<file path="src/rtl/mlim_pkg.sv">
package mlim_pkg;
  typedef enum logic [1:0] {
    OP_NOP   = 2'b00,
    OP_READ  = 2'b01,
    OP_APPLY = 2'b10,
    OP_HALT  = 2'b11
  } op_e;

  localparam logic [1:0] WS_ONE  = 2'b11;
  localparam logic [1:0] WS_ZERO = 2'b10;
  localparam logic [1:0] WS_SRC  = 2'b00;
  localparam logic [1:0] WS_BAD  = 2'b01;

  function automatic logic maj3(input logic a, input logic b, input logic c);
    return (a & b) | (a & c) | (b & c);
  endfunction
endpackage

</file>
<file path="src/rtl/mlim_fetch.sv">
module mlim_fetch #(
  parameter int INSTR_W = 22,
  parameter int DEPTH   = 8,
  localparam int PC_W   = $clog2(DEPTH)
) (
  input  logic               clk,
  input  logic               rst_n,
  input  logic               launch,
  output logic [PC_W-1:0]    pc,
  input  logic [INSTR_W-1:0] imem_data,
  output logic               fetching,
  output logic               if_valid,
  output logic [INSTR_W-1:0] if_instr,
  output logic               if_term
);
  import mlim_pkg::*;
  localparam logic [PC_W-1:0] LAST = PC_W'(DEPTH - 1);

  logic term_now;
  assign term_now = (imem_data[1:0] == OP_HALT) || (pc == LAST);

  always_ff @(posedge clk) begin
    if (!rst_n) begin
      fetching <= 1'b0;
      pc       <= '0;
      if_valid <= 1'b0;
      if_instr <= '0;
      if_term  <= 1'b0;
    end else if (launch) begin
      fetching <= 1'b1;
      pc       <= '0;
      if_valid <= 1'b0;
    end else if (fetching) begin
      if_valid <= 1'b1;
      if_instr <= imem_data;
      if_term  <= term_now;
      fetching <= !term_now;
      if (!term_now) pc <= pc + 1'b1;
    end else begin
      if_valid <= 1'b0;
    end
  end
endmodule

</file>
<file path="src/rtl/mlim_decode.sv">
module mlim_decode #(
  parameter int WBITS    = 4,
  parameter int NWORDS   = 8,
  localparam int ADDR_W  = $clog2(NWORDS),
  localparam int IDX_W   = $clog2(WBITS),
  localparam int S_BIT   = 2 + ADDR_W,
  localparam int WS_LSB  = S_BIT + 1,
  localparam int WB_LSB  = WS_LSB + 2,
  localparam int BL_LSB  = WB_LSB + IDX_W,
  localparam int BL_W    = IDX_W + 1,
  localparam int INSTR_W = BL_LSB + WBITS * BL_W
) (
  input  logic                   clk,
  input  logic                   rst_n,
  input  logic                   launch,
  input  logic                   if_valid,
  input  logic [INSTR_W-1:0]     if_instr,
  input  logic                   if_term,
  output logic                   id_valid,
  output logic [1:0]             id_op,
  output logic [ADDR_W-1:0]      id_addr,
  output logic                   id_s,
  output logic [1:0]             id_ws,
  output logic [IDX_W-1:0]       id_wb,
  output logic [WBITS-1:0]       id_ven,
  output logic [WBITS*IDX_W-1:0] id_vals,
  output logic                   id_term
);
  logic [WBITS-1:0]       ven_d;
  logic [WBITS*IDX_W-1:0] vals_d;

  for (genvar i = 0; i < WBITS; i++) begin : g_bl
    assign vals_d[i*IDX_W +: IDX_W] = if_instr[BL_LSB + i*BL_W +: IDX_W];
    assign ven_d[i]                 = if_instr[BL_LSB + i*BL_W + IDX_W];
  end

  always_ff @(posedge clk) begin
    if (!rst_n || launch) begin
      id_valid <= 1'b0;
      id_op    <= '0;
      id_addr  <= '0;
      id_s     <= 1'b0;
      id_ws    <= '0;
      id_wb    <= '0;
      id_ven   <= '0;
      id_vals  <= '0;
      id_term  <= 1'b0;
    end else begin
      id_valid <= if_valid;
      id_op    <= if_instr[1:0];
      id_addr  <= if_instr[2 +: ADDR_W];
      id_s     <= if_instr[S_BIT];
      id_ws    <= if_instr[WS_LSB +: 2];
      id_wb    <= if_instr[WB_LSB +: IDX_W];
      id_ven   <= ven_d;
      id_vals  <= vals_d;
      id_term  <= if_term;
    end
  end
endmodule

</file>
<file path="src/rtl/mlim_array.sv">
module mlim_array #(
  parameter int WBITS   = 4,
  parameter int NWORDS  = 8,
  localparam int ADDR_W = $clog2(NWORDS)
) (
  input  logic                    clk,
  input  logic                    rst_n,
  input  logic                    apply_en,
  input  logic [ADDR_W-1:0]       addr,
  input  logic                    wl,
  input  logic [WBITS-1:0]        bl_en,
  input  logic [WBITS-1:0]        bl,
  output logic [NWORDS*WBITS-1:0] cells
);
  import mlim_pkg::*;

  for (genvar w = 0; w < NWORDS; w++) begin : g_word
    logic [WBITS-1:0] word_q, word_d;

    always_comb begin
      for (int b = 0; b < WBITS; b++)
        word_d[b] = bl_en[b] ? maj3(word_q[b], wl, ~bl[b]) : word_q[b];
    end

    always_ff @(posedge clk) begin
      if (!rst_n)                                 word_q <= '0;
      else if (apply_en && addr == ADDR_W'(w))    word_q <= word_d;
    end

    assign cells[w*WBITS +: WBITS] = word_q;
  end
endmodule

</file>
<file path="src/rtl/mlim_engine.sv">
module mlim_engine #(
  parameter int WBITS      = 4,
  parameter int NWORDS     = 8,
  parameter int IMEM_DEPTH = 8,
  localparam int ADDR_W    = $clog2(NWORDS),
  localparam int IDX_W     = $clog2(WBITS),
  localparam int PC_W      = $clog2(IMEM_DEPTH),
  localparam int INSTR_W   = 2 + ADDR_W + 1 + 2 + IDX_W + WBITS * (IDX_W + 1)
) (
  input  logic               clk,
  input  logic               rst_n,
  input  logic               start,
  output logic               busy,
  output logic               done,
  output logic               illegal,
  output logic [PC_W-1:0]    imem_addr,
  input  logic [INSTR_W-1:0] imem_data,
  input  logic               pir_valid,
  output logic               pir_ready,
  input  logic [WBITS-1:0]   pir_data,
  input  logic [ADDR_W-1:0]  dbg_addr,
  output logic [WBITS-1:0]   dbg_data
);
  import mlim_pkg::*;

  logic                   launch, fetching;
  logic                   if_valid, if_term;
  logic [INSTR_W-1:0]     if_instr;
  logic                   id_valid, id_s, id_term;
  logic [1:0]             id_op, id_ws;
  logic [ADDR_W-1:0]      id_addr;
  logic [IDX_W-1:0]       id_wb;
  logic [WBITS-1:0]       id_ven;
  logic [WBITS*IDX_W-1:0] id_vals;
  logic [WBITS-1:0]       pir_q, dmr_q, src, bl;
  logic [NWORDS*WBITS-1:0] mem_flat;
  logic                   wl, apply_en, bad_ws;

  assign launch    = start && !busy;
  assign pir_ready = !busy;

  mlim_fetch #(.INSTR_W(INSTR_W), .DEPTH(IMEM_DEPTH)) u_fetch (
    .clk, .rst_n, .launch, .pc(imem_addr), .imem_data, .fetching,
    .if_valid, .if_instr, .if_term
  );

  mlim_decode #(.WBITS(WBITS), .NWORDS(NWORDS)) u_decode (
    .clk, .rst_n, .launch, .if_valid, .if_instr, .if_term,
    .id_valid, .id_op, .id_addr, .id_s, .id_ws, .id_wb, .id_ven, .id_vals, .id_term
  );

  // Execute: operands resolve here from registered sources, so a read in the
  // previous cycle is already visible in dmr_q.
  assign src = id_s ? dmr_q : pir_q;

  always_comb begin
    unique case (id_ws)
      WS_ONE:  wl = 1'b1;
      WS_ZERO: wl = 1'b0;
      default: wl = src[id_wb];
    endcase
  end

  for (genvar i = 0; i < WBITS; i++) begin : g_route
    assign bl[i] = src[id_vals[i*IDX_W +: IDX_W]];
  end

  assign bad_ws   = id_valid && (id_op == OP_APPLY) && (id_ws == WS_BAD);
  assign apply_en = id_valid && (id_op == OP_APPLY) && (id_ws != WS_BAD);

  mlim_array #(.WBITS(WBITS), .NWORDS(NWORDS)) u_array (
    .clk, .rst_n, .apply_en, .addr(id_addr), .wl, .bl_en(id_ven), .bl, .cells(mem_flat)
  );

  assign dbg_data = mem_flat[dbg_addr*WBITS +: WBITS];

  always_ff @(posedge clk) begin
    if (!rst_n) begin
      busy    <= 1'b0;
      done    <= 1'b0;
      illegal <= 1'b0;
      pir_q   <= '0;
      dmr_q   <= '0;
    end else begin
      if (pir_valid && pir_ready) pir_q <= pir_data;
      if (launch) begin
        busy    <= 1'b1;
        done    <= 1'b0;
        illegal <= 1'b0;
      end else begin
        if (bad_ws) illegal <= 1'b1;
        if (id_valid && id_op == OP_READ) dmr_q <= mem_flat[id_addr*WBITS +: WBITS];
        if (id_valid && id_term) begin
          busy <= 1'b0;
          done <= 1'b1;
        end
      end
    end
  end
endmodule

</file>
<file path="config.mk">
export PLATFORM = sky130hd
export DESIGN_NAME = mlim_engine
export DESIGN_NICKNAME = d
export VERILOG_FILES = /design/src/rtl/mlim_pkg.sv /design/src/rtl/mlim_fetch.sv /design/src/rtl/mlim_decode.sv /design/src/rtl/mlim_array.sv /design/src/rtl/mlim_engine.sv
export SDC_FILE = /design/constraint.sdc
export NUM_CORES = 1
export LEC_CHECK = 0
export ABC_CLOCK_PERIOD_IN_PS = 5300
export BUFFER_PORTS_ARGS = -buffer_cell sky130_fd_sc_hd__buf_2
export CAP_MARGIN = 20
export CORE_ASPECT_RATIO = 1.2
export CORE_MARGIN = 5
export CORE_UTILIZATION = 63
export DETAILED_ROUTE_END_ITERATION = 12
export GPL_ROUTABILITY_DRIVEN = 0
export PLACE_DENSITY_LB_ADDON = 0.05
export SYNTH_ARGS = -nofsm -noshare
export SYNTH_HDL_FRONTEND = slang
export SYNTH_HIERARCHICAL = 1
export SYNTH_SLANG_ARGS = --single-unit
</file>
<file path="constraint.sdc">
create_clock -name clk -period 5.3 [get_ports clk]
set_clock_uncertainty 0.1 [all_clocks]
set_input_delay 0.265 -clock clk [delete_from_list [all_inputs] [get_ports clk]]
set_output_delay 0.265 -clock clk [all_outputs]
set_load 0.005 [all_outputs]
</file>
==> impl_metrics.tcl, run 1 <==
set metrics [dict create \
    finalCriticalPeriod_ps 2700 \
    crit_fanout 36 \
    fmax_ghz 0.370 \
    numCtsBuffers 9 \
    yosysMostFrequentCell "dfxtp_1" \
    report.final.setup_viol 0 \
    fp.dieW_um 86.4 \
    drv_slew 0 \
    cts_resized 0 \
    overflow 0 \
    detail-route-antenna-nets 0 \
    place_area_sq_um 4500 \
    rsz0062_at_grt "false" \
    cp-endpoint "u_array/g_word[2].word_q[1]" \
    path_clk_slew_ps 100 \
    grt_pass1_wl_um 15500 \
    fin_nets 484 \
    clockBufferDepth 2 \
    synth-main-ff-cell "dfxtp_1" \
    synthCells 430 \
    diodes 0 \
    dpl.hpwl_um 6440 \
    area_growth_pct 6.35 \
    peakVddDrop_mv 0.252 \
    path_class "reg -> reg" \
    rows 33 \
    rrSetupSlack_ps 2600 \
    hold_class "in -> reg" \
    synth_top_family_by_area "compound AO/OA/AOI/OAI gates" \
    antenna_found_initial 0 \
    io_pins 44 \
    drv_cap 0 \
    finalPower_mw 1.30 \
    io_buffers 43 \
    top_usage_layer "met2" \
    grt_max_degree 53 \
    cts_hold_buf 0 \
    cts-root-buf "clkbuf_8" \
    synth_compound_area_share_pct 19.4 \
    reg2reg_depth 5 \
    p_leak_nw 1.74 \
    cp-end-kind "flip-flop" \
    die_y_um 102 \
    synth-seq-cells 95 \
    grt.met3_usage_pct 4.96 \
    whs_path_depth 3 \
    coreArea_sq_um 6810 \
    synth_area_leaders "dfxtp_1 (43%), mux4_2 (10%), a211oi_1 (6.1%)" \
    syn_avg_cell_area_sq_um 10.3 \
    synth-xor-area-share_pct 0 \
    synth.top_cells.by_count "dfxtp_1 (95), nand2_1 (53), a21oi_1 (41)" \
    tns_ps 0 \
    cp_data_arrival_time_ps 2810 \
    num_vias 3328 \
    grt_util_met2_pct 35.1 \
    syn_area_sq_um 4410 \
    viasPerCell 6.15 \
    wl_per_cell_um 17.1 \
    worstPathRequired_ps 5410 \
    stdcell_area_sq_um 4690 \
    fp.dieArea_sq_um 8780 \
    status "completed" \
    hold_viol_final 0 \
    clk_latency_ps 350 \
    clock_sinks 95 \
    fin_crit_sh_pct 50.9 \
    synthMuxAreaShare_pct 15.8 \
    met1_usage_pct 29.5 \
    totalWireLength_um 9280 \
    async_flop_share_pct 0 \
    first_global_vias 3145 \
    cts_setup_buffers 0 \
    synth_cell_types 38 \
    tightest_slew_ps 771 \
    r2r-end "u_array/g_word[2].word_q[1]" \
    startpoint "u_decode/id_wb[0]" \
    max_slew_margin_pct 48.6 \
    powerDensity_nw_per_um2 276 \
    gr-usage-all-layers_pct 22.3 \
    reg2reg_from "u_decode/id_wb[0]" \
    firstDrtPassIters 5 \
    drt_iter0_drc 260 \
    worst_setup_path_start_kind "flip-flop" \
    synth_fa_ha_area_share_pct 0.567 \
    yosysTopAreaCellShare_pct 43.1 \
    synth.largest_area_cell "dfxtp_1" \
    cts_tree "yes" \
    drcViolationCount 0 \
    synthSimpleGateAreaFrac_pct 15.3 \
    layout-drive-gt1-share_pct 22.5 \
    start_util_pct 64.7 \
    ys_seq_area_share_pct 43.1 \
    synth_edf_count 0 \
    htreeDepth 3 \
    ys_warn_count 6 \
    syn-num-nets 465 \
]
report_power, final:
part / total [mW] / switching, mW / internal (mW)
registers: 0.742 / 0.0118 / 0.730
clock network: 0.460 / 0.269 / 0.191
logic: 0.0953 / 0.0529 / 0.0424
kinds of logic after synthesis:
family / count (synthesis)
buf+inv: 41
compound gates: 139
mux: 40
simple gates: 113
fa+ha+maj: 2
flops: 95
how the worst min path moves through the flow:
stage                              start  slack, ps              endpoint
floorplan                   imem_data[0]        300   u_fetch/if_instr[0]
global placement    u_fetch/if_instr[13]        340  u_fetch/if_instr[13]
detailed placement  u_fetch/if_instr[20]        340  u_fetch/if_instr[20]
CTS                        imem_data[11]         20  u_fetch/if_instr[11]
global route               imem_data[14]         20  u_fetch/if_instr[14]
finish                     imem_data[11]         30  u_fetch/if_instr[11]
per-layer routing:
metal | vias up | wire (um)
li1 | 1615 | -
met1 | 1570 | 4000
met2 | 129 | 4500
met3 | 14 | 564
met4 | 0 | 214
met5 | - | 0
stage by stage:
| step | setup slack (ps) | instances | utilization [%] | hold slack, ps |
|---|---|---|---|---|
| final | 2600 | 541 | 68.9 | 33.6 |
| after global routing | 2540 | 541 | 68.9 | 21.7 |
| after CTS | 2680 | 541 | 68.9 | 18.7 |
| after detailed placement | 2690 | 525 | 66.1 | 341 |
| after global placement | 2810 | 525 | 66.1 | 339 |
| after floorplan | 3110 | 430 | - | 300 |
critical path: stages (launching register included):
cell and delay [ps]:
dfxtp_1 370, mux4_1 550, mux2_2 270, mux2_2 490
nor2_1 590, a211oi_1 180
cell type report:
type                    count  area, sq um
repair buffers             44          223
multi-input cells         294         2250
fillers                   562         2120
well taps                  87          109
clock inverters             6         52.6
inverters                   5         18.8
flip-flops and latches     95         1900
clock buffers              10          138
sequential cells by signal, indices dropped and copies added, names as in the netlist:
name,count
u_fetch/pc,3
u_decode/id_wb,2
u_decode/id_ven,4
u_fetch/if_valid,1
pir_q,4
u_fetch/if_term,1
u_fetch/if_instr,22
done,1
u_decode/id_s,1
u_decode/id_ws,2
illegal,1
dmr_q,4
u_decode/id_addr,3
u_decode/id_op,2
u_fetch/fetching,1
u_decode/id_term,1
u_decode/id_valid,1
u_array/g_word.word_q,32
u_decode/id_vals,8
busy,1
cell usage in the layout, fill, tap and decap left out, drive strengths merged:
cell / n
o211ai: 1
nand3: 2
a211oi: 36
mux2: 10
nor4b: 1
mux4: 22
o21ai: 35
nor2: 10
nor2b: 8
buf: 44
and2: 2
clkbuf: 10
dfxtp: 95
and4: 1
and4bb: 3
nand4b: 1
nand2b: 2
a21o: 1
nor3: 1
nand2: 53
ha: 2
inv: 7
a21oi: 41
mux2i: 8
and2b: 1
a21boi: 24
clkinvlp: 2
and4b: 3
clkinv: 2
and3b: 25
a41oi: 1
Note: power is estimated with default switching activity, not from simulation.
==> inputs of run 2 (changes only) <==
--- a/config.mk
+++ b/config.mk
@@ -5,12 +5,12 @@
 export SDC_FILE = /design/constraint.sdc
 export NUM_CORES = 1
 export LEC_CHECK = 0
-export ABC_CLOCK_PERIOD_IN_PS = 5300
+export ABC_CLOCK_PERIOD_IN_PS = 2600
 export BUFFER_PORTS_ARGS = -buffer_cell sky130_fd_sc_hd__buf_2
 export CAP_MARGIN = 20
 export CORE_ASPECT_RATIO = 1.2
 export CORE_MARGIN = 5
-export CORE_UTILIZATION = 63
+export CORE_UTILIZATION = 59
 export DETAILED_ROUTE_END_ITERATION = 12
 export GPL_ROUTABILITY_DRIVEN = 0
 export PLACE_DENSITY_LB_ADDON = 0.05
==> constraint.sdc (replaced) <==
create_clock -name clk -period 2.6 [get_ports clk]
set_clock_uncertainty 0.1 [all_clocks]
set_input_delay 0.13 -clock clk [delete_from_list [all_inputs] [get_ports clk]]
set_output_delay 0.13 -clock clk [all_outputs]
set_load 0.005 [all_outputs]
==> impl_metrics.tcl, run 2 (synthesized netlist as in run 1, its figures left out) <==
set metrics [dict create \
    status "completed" \
    crit_chain "mux4_1 -> mux2_2 -> mux2_2 -> nor2_1 -> a211oi_1" \
    crit_fanout 20 \
    path_class "reg -> reg" \
    powerDensity_nw_per_um2 524 \
    numCtsBuffers 9 \
    final_cell_mix "dfxtp_1 (95), nand2_1 (53), buf_2 (43)" \
    largest_reg_flops 32 \
    wl_per_cell_um 16.8 \
    cts_setup_buffers 0 \
    report.final.setup_viol 0 \
    die_y_um 105 \
    fin_ws_ps 128 \
    worst_path_largest_cell_delay_ps 560 \
    viasPerCell 6.00 \
    cts_tree "yes" \
    worst_hold_path.endpoint "busy" \
    cpMostUsedCell "mux2_2" \
    hold_viol_final 0 \
    area_growth_pct 14.2 \
    firstDrtPassIters 5 \
    p_int_mw 1.96 \
    clkPwrFrac_pct 33.8 \
    drt_iter0_drc 267 \
    io_pins 44 \
    p_leak_nw 1.90 \
    clock_sinks 95 \
    io_buffers 43 \
    fmax_ghz 0.404 \
    combPwrFrac_pct 8.9 \
    finalCriticalPeriod_ps 2470 \
    wl_met3_um 532 \
    cp-end-kind "flip-flop" \
    whs_path_depth 3 \
    antenna_found_initial 0 \
    grt_max_degree 32 \
    reg2reg_from "u_decode/id_wb[0]" \
    fin_nets 522 \
    wl_met2_um 4710 \
    coreArea_sq_um 7270 \
    rows 34 \
    fin_crit_sh_pct 95.1 \
    highest_layer "met4" \
    gr-usage-all-layers_pct 22.6 \
    overflow 0 \
    fp.dieArea_sq_um 9310 \
    grt_pass1_wl_um 16700 \
    path_clk_slew_ps 90 \
    fillerInstances 550 \
    fp.dieW_um 88.9 \
    min-delay-start "start" \
    worst_setup_path_start_kind "flip-flop" \
    clockBufferDepth 2 \
    diodes 0 \
    worstPathRequired_ps 2720 \
    sw_frac_of_total_pct 25.7 \
    rsz0062_at_grt "false" \
    first_global_vias 3418 \
    largest_register "u_array/g_word.word_q" \
    net-switching-power_uw 679 \
    max_slew_margin_pct 46.2 \
    place_ws_ps 179 \
    hold_class "in -> reg" \
    tightest_slew_ps 807 \
    reg2reg_depth 5 \
    reg_top3 "u_array/g_word.word_q x32, u_fetch/if_instr x22, u_decode/id_vals x8" \
    pwr-share-seq_pct 57.3 \
    drv_cap 0 \
    start_util_pct 60.6 \
    cp_slowest_cell "mux4_1" \
    layout-drive-gt1-share_pct 23.4 \
    clk_latency_ps 360 \
    drcViolationCount 0 \
    rrSetupSlack_ps 130 \
    wl_met1_um 4210 \
    cp_data_arrival_time_ps 2600 \
    r2r-end "u_array/g_word[3].word_q[0]" \
    drv_slew 0 \
    final_common_cell "dfxtp_1" \
    cts-root-buf "clkbuf_8" \
    htreeDepth 3 \
    dpl.hpwl_um 6640 \
    totalWireLength_um 9760 \
    tns_ps 0 \
    num_vias 3494 \
    detail-route-antenna-nets 0 \
    peakVddDrop_mv 0.361 \
]
==> run 2: final cells by class <==
type / instances / area (sq um) / share of cell area, %
inverter: 5 / 18.8 / 0.373
timing repair buffer: 82 / 573 / 11.4
clock buffer: 9 / 124 / 2.46
tap: 90 / 113 / 2.24
multi-input combinational: 294 / 2250 / 44.7
clock inverter: 7 / 55.1 / 1.09
sequential: 95 / 1900 / 37.8
==> run 2: what timing repair did <==
action | CTS | global route
hold endpoints to repair | 26 | 0
gates resized for setup | 0 | 1
endpoints found under the setup margin | 0 | 1
hold buffers | 26 | 0
==> run 2: metrics by stage <==
stage	utilization [%]	instance area [sq um]	instances	total power [mW]	hold WS, ps
5_1_grt	69.2	5040	582	2.75	148
2_1_floorplan	-	4410	430	1.69	165
6_report	69.2	5040	582	2.64	130
4_1_cts	69.2	5030	582	2.66	103
3_3_place_gp	63.2	4590	540	1.75	268
3_5_place_dp	63.2	4590	540	1.75	274
==> run 2: critical path, delay by kind of cell (launching register included) <==
| kind | cells | cell delay (ps) |
|---|---|---|
| muxes | 3 | 1260 |
| and+or+nand+nor | 1 | 460 |
| DFF | 1 | 360 |
| AOI/OAI and AO/OA | 1 | 150 |
==> run 2: power groups by stage <==
| stage | clock [mW] | combinational, mW | sequential [mW] |
|---|---|---|---|
| CTS | 0.916 | 0.235 | 1.51 |
| finish | 0.893 | 0.236 | 1.51 |
| floorplan | 0 | 0.153 | 1.54 |
| global placement | 0 | 0.201 | 1.54 |
| global route | 0.972 | 0.263 | 1.52 |
| detailed placement | 0 | 0.205 | 1.55 |
==> run 2: worst max path at each step <==
stage | start | endpoint | depth (start not counted)
floorplan | u_decode/id_wb[0] | u_array/g_word[0].word_q[0] | 6
global placement | u_decode/id_wb[0] | u_array/g_word[0].word_q[0] | 5
detailed placement | u_decode/id_wb[0] | u_array/g_word[0].word_q[0] | 5
CTS | u_decode/id_wb[0] | u_array/g_word[3].word_q[0] | 5
global route | u_decode/id_wb[0] | u_array/g_word[3].word_q[0] | 5
finish | u_decode/id_wb[0] | u_array/g_word[3].word_q[0] | 5
==> run 2: layer usage <==
metal	track usage, %	up-vias
met4	9.83	0
met2	35.9	115
met3	3.62	22
met5	0	-
li1	-	1696
met1	30.0	1661
